File: src/rtl/flash_read_mux.sv
module flash_read_mux #(
  parameter int          DATA_W  = 16,
  parameter logic [7:0]  TBL_LEN = 8'h52,
  parameter logic [15:0] MFR_ID  = 16'h0001,
  parameter logic [15:0] DEV_ID  = 16'h227E,
  parameter logic [15:0] XID2    = 16'h2201,
  parameter logic [15:0] XID3    = 16'hFFFF
) (
  input  logic              clk,
  input  logic              rst_n,
  input  logic              rd_en,
  input  logic [7:0]        rd_off,
  input  logic [2:0]        mode,
  input  logic [DATA_W-1:0] arr_data,
  input  logic              prog_start,
  input  logic              prog_d7,
  input  logic              erase_start,
  input  logic              op_done,
  output logic [7:0]        qry_addr,
  input  logic [7:0]        qry_data,
  output logic [DATA_W-1:0] rd_data
);
  localparam int SH = (DATA_W == 32) ? 2 : (DATA_W == 16) ? 1 : 0;
  localparam logic [2:0] M_ID = 3'd2, M_BUSY = 3'd3, M_QRY = 3'd4;

  logic [7:0]        idx;
  logic [7:0]        stat;
  logic [DATA_W-1:0] word;
  logic              busy_rd;

  assign idx      = rd_off >> SH;
  assign qry_addr = idx;
  assign busy_rd  = rd_en && (mode == M_BUSY);

  always_comb begin
    word = arr_data;
    case (mode)
      M_ID: case (idx)
        8'h00: word = DATA_W'(MFR_ID);
        8'h01: word = DATA_W'(DEV_ID);
        8'h02: word = '0;
        8'h0E: if (XID2 != 16'hFFFF) word = DATA_W'(XID2);
        8'h0F: if (XID3 != 16'hFFFF) word = DATA_W'(XID3);
        default: ;
      endcase
      M_BUSY: word = DATA_W'(stat);
      M_QRY:  word = (idx > TBL_LEN) ? '0 : DATA_W'(qry_data);
      default: ;
    endcase
  end

  always_ff @(posedge clk or negedge rst_n)
    if (!rst_n)      rd_data <= '0;
    else if (rd_en)  rd_data <= word;

  always_ff @(posedge clk or negedge rst_n)
    if (!rst_n)           stat <= 8'h00;
    else if (erase_start) stat <= 8'h00;
    else if (prog_start)  stat <= {~prog_d7, 7'h7F};
    else                  stat <= stat ^ {op_done, busy_rd, 6'b0};


  hold_when_idle_chk: assert property (@(posedge clk) disable iff (!rst_n)
    !rd_en |=> $stable(rd_data));

  toggle_on_read_chk: assert property (@(posedge clk) disable iff (!rst_n)
    busy_rd && !erase_start && !prog_start |=> stat[6] != $past(stat[6]));

  erase_clears_chk: assert property (@(posedge clk) disable iff (!rst_n)
    erase_start |=> stat == 8'h00);

  done_flips_chk: assert property (@(posedge clk) disable iff (!rst_n)
    op_done && !erase_start && !prog_start |=> stat[7] != $past(stat[7]));

  query_range_chk: assert property (@(posedge clk) disable iff (!rst_n)
    rd_en && mode == M_QRY && idx > TBL_LEN |=> rd_data == '0);
endmodule

File: config.mk
export PLATFORM = sky130hd
export DESIGN_NAME = flash_read_mux
export DESIGN_NICKNAME = d
export VERILOG_FILES = /design/src/rtl/flash_read_mux.sv
export SDC_FILE = /design/constraint.sdc
export NUM_CORES = 1
export LEC_CHECK = 0
export ABC_AREA = 1
export CELL_PAD_IN_SITES_DETAIL_PLACEMENT = 0
export CELL_PAD_IN_SITES_GLOBAL_PLACEMENT = 1
export CORE_ASPECT_RATIO = 1.1
export CORE_UTILIZATION = 29
export DETAILED_ROUTE_END_ITERATION = 7
export PLACE_DENSITY = 0.89
export SYNTH_ARGS = -nofsm -noshare
export SYNTH_HDL_FRONTEND = slang
export SYNTH_SLANG_ARGS = --single-unit
File: constraint.sdc
create_clock -name clk -period 2.45 [get_ports clk]
set_input_delay 0.49 -clock clk [delete_from_list [all_inputs] [get_ports clk]]
set_output_delay 0.49 -clock clk [all_outputs]
set_load 0.01 [all_outputs]
Word-level counts from Yosys, hierarchy flattened --
Cells that the tools add are included.
Operators by class: $lt $le $gt $ge 1, equality and inequality tests 6, muxes and demuxes 5, bitwise logic cells 2, reductions and logical operators 2
Operators by type and width (count):
- 16-bit case mux with 4 select lines | 1
- 16-bit case mux with 3 select lines | 1
- 8-bit two-way mux | 3
- 8-bit zero test | 1
- 8-bit bitwise XOR | 1
- 7-bit by 1-bit equality test with 1-bit output (second input constant) | 1
- 7-bit by 2-bit equality test with 1-bit output (second input constant) | 1
- 7-bit by 4-bit equality test with 1-bit output (second input constant) | 1
- 7-bit > comparator (second input constant) | 1
- 3-bit by 2-bit equality test with 1-bit output (second input constant) | 2
- 3-bit equality test (second input constant) | 1
- 1-bit logical AND | 1
- 1-bit NOT | 1
Storage, ports and cells: bits in registers 24, input port bits 42, output and inout bits 24, logic and storage cells 18

Depth between registers and ports, before layout --
depth after elaboration 5, mapped depth 11

Least setup slack after synthesis --
Ideal clock, no wire load.
path kind input to register, from input rd_off[1], to register rd_data[0], setup time 113 ps, arrival time 1235 ps, path slack 1103 ps, stages on the path 10, buffers on the path 0, path through inv_1 nand4_1 nand3_4 nand2_4 nand2_4 nand2_4 nand2_1 nand3_1 nand2_1 inv_1
Between the ends: longest elaborated chain between the ends 3
Ends and longest elaborated chain:
- from (decl) | line 12 | input logic [7:0] rd_off,
- 7-bit > comparator (tied with other cells) | line 47 | M_QRY: word = (idx > TBL_LEN) ? '0 : DATA_W'(qry_data);
- 8-bit two-way mux / 16-bit case mux with 4 select lines (equally long branches) | line 47, 38
- 16-bit case mux with 3 select lines * | line 37 | case (mode)
- to (signal assigned) | line 54 | else if (rd_en) rd_data <= word;
- to (decl) | line 21 | output logic [DATA_W-1:0] rd_data
Mark *: on every way between the ends. The rest lies on a longest branch, timed or not. A chain may end at the register's enable or synchronous reset.

Worst setup path after layout --
from input rd_off[4], to output qry_addr[3]
RTL lines:
- to (decl) | line 19 | output logic [7:0] qry_addr,
No word-level cell between the ends.

==> reports/qor.csv <==
metric,value,unit
status,finished clean,
skew,0.00335,ns
synthArstFlopShare,100,%
ant_nets,0,
row_count,25,
crit_buf_inv,2,
port-buffer-count,63,
fin_nets,305,
synth_area_leader_cell,dfrtp_1,
post-synth-top-count-cell,nand2_1,
required,1.96,ns
routedWlPerCell,10.8,um
syn_inst,204,
avgViaCountPerCell,4.31,
grt_max_degree,20,
reg2reg_to,rd_data[2],
drive_gt1_share,8.02,%
postCtsSetupBuffers,0,
num_vias,1361,
setup_violations,0,
avgSynthCellArea,6.54,sq um
ys_ff_latch,19,
rr_startpoint,stat[4],
dieWidth,66.7,um
globalRouteTotalUtil,15.2,%
first_pass_iters,4,
die_area,0.00488,sq mm
synth_seq_area_share,35.6,%
fin_crit,2.13,ns
setup_tns,0,ns
worstPathArrival,1.64,ns
rsz0062_at_grt,false,
drv_slew,0,
place_congestion,0.791,
slowest_delay,0.57,ns
vdd_drop_max,0.219,mV
grt_pass1_vias,1255,
startpoint_type,input port,
diodes,0,
cts_tree,yes,
cp_slowest_cell,clkdlybuf4s50_1,
design_area,0.00202,sq mm
drv_cap,0,
cts_made_buffers,3,
p_per_area,434,mW/mm^2
htree_levels,1,
syn_nets,246,
grt_overflow_total,0,
min_from,rd_data[2],
root_buffer,clkbuf_8,
finalHoldViolations,0,
drc,0,
synth_common_cells,"nand2_1, inv_1, nor2_1, dfrtp_1, nand3_1",
yosysTopAreaCellShare,35.6,%
first_iter_violations,56,
worst_path_most_repeated_cell,clkdlybuf4s50_1,
antenna_found_initial,0,
crit_chain,clkdlybuf4s50_1 > clkdlybuf4s50_1,
clk_pin_slew,0.07,ns
path_class,in2out,
synth_ff_type,dfrtp_1,
final_cells,316,
post-route-period-util,86.9,%
wl,3410,um
numClockSinks,19,
die_h,73.2,um
grt_pass1_wl,5690,um
rr_worst_depth,6,
crit_path_end_kind,output port,
crit_family,buffers and inverters,
io_pins,66,
reg2reg_slack,1.42,ns
power,0.000877,W
core_region_area,0.00435,sq mm
synth_area_leaders,"dfrtp_1, nand2_1, inv_1, nor2_1, nand3_1",
initial_core_util,30.7,%
syn_area,0.00134,sq mm
place_area,0.00198,sq mm
dp_hpwl,2620,um
ys_warn_count,0,
path_max_fanout,6,
post_cts_resized,0,
hold_buffers,0,
yosysUniqueCellTypes,23,
final_util,46.5,%
hold_path_class,reg2reg,
synth_edf_count,0,
placed_cells,312,
syn2layout_area_growth,51.5,%
clock_path_buffers,2,
holdPathEnd,rd_data[2],
fmax,0.470,GHz
leakage,1.05,nW
clkLatencyLatePin,0.26,ns
min_path_cells,2,
[worst min-delay path: stages, from the launching register on]
cell and delay [ns]:
dfrtp_1 0.35, nand2_1 0.05, nand2_1 0.05
[layout by cell type (no fill, tap or decap), types with 2 or more instances in the layout]
master,netlist,routed
a21oi_1,12,12
buf_4,8,2
clkbuf_8,0,3
clkdlybuf4s50_1,0,63
dfrtp_1,19,19
inv_1,30,30
nand2_1,62,62
nand2_2,4,4
nand2_4,4,4
nand3_1,14,14
nand3_2,2,2
nor2_1,25,25
nor2_2,2,2
o21ai_0,7,7
o21ai_1,4,4
[through the flow]
step	hold slack [ns]	setup WS (ns)
floorplan	0.194	1.10
global placement	0.464	0.331
detailed placement	0.469	0.330
CTS	0.489	0.327
global route	0.499	0.287
finish	0.481	0.321
[area by class of cell]
cell class	instances	area [sq um]
timing repair buffer	65	646
clock buffer	3	41.3
inverter	31	116
clock inverter	1	5.00
sequential	19	475
multi-input combinational	143	671
fill	474	2330
tap	54	67.6
[power by group]
group          total [W]  switching, W  internal (W)
registers       0.000365     0.0000183      0.000347
clock network   0.000225      0.000111      0.000113
logic           0.000288      0.000129      0.000159
[worst max path at each step]
| stage | start | to | slack [ns] | cells after the start |
|---|---|---|---|---|
| after floorplan | rd_off[1] | rd_data[0] | 1.10 | 10 |
| after global placement | rd_off[4] | qry_addr[3] | 0.33 | 2 |
| after detailed placement | rd_off[4] | qry_addr[3] | 0.33 | 2 |
| after CTS | rd_off[4] | qry_addr[3] | 0.33 | 2 |
| after global routing | rd_off[3] | qry_addr[2] | 0.29 | 2 |
| final | rd_off[4] | qry_addr[3] | 0.32 | 2 |
[routing by layer]
metal  vias up  GRT usage (%)  routed length (um)
li1        732              -                   -
met1       597           20.6                1610
met2        30           25.1                1630
met3         2           2.34                 154
met4         0           3.55                  10
met5         -              0                   0
[flip-flops by register name (all words and copies together) (netlist names)]
register / cells
rd_data: 16
stat: 3
[logic make-up after synthesis]
group	count (synthesis)	synth area share (%)
xor gates and xnor gates	1	0.656
and+or+nand+nor	117	40.1
DFF	19	35.6
AOI/OAI and AO/OA	24	9.18
buffers and inverters	42	14.2
other	1	0.281
Power figures use the tool's default switching activity.
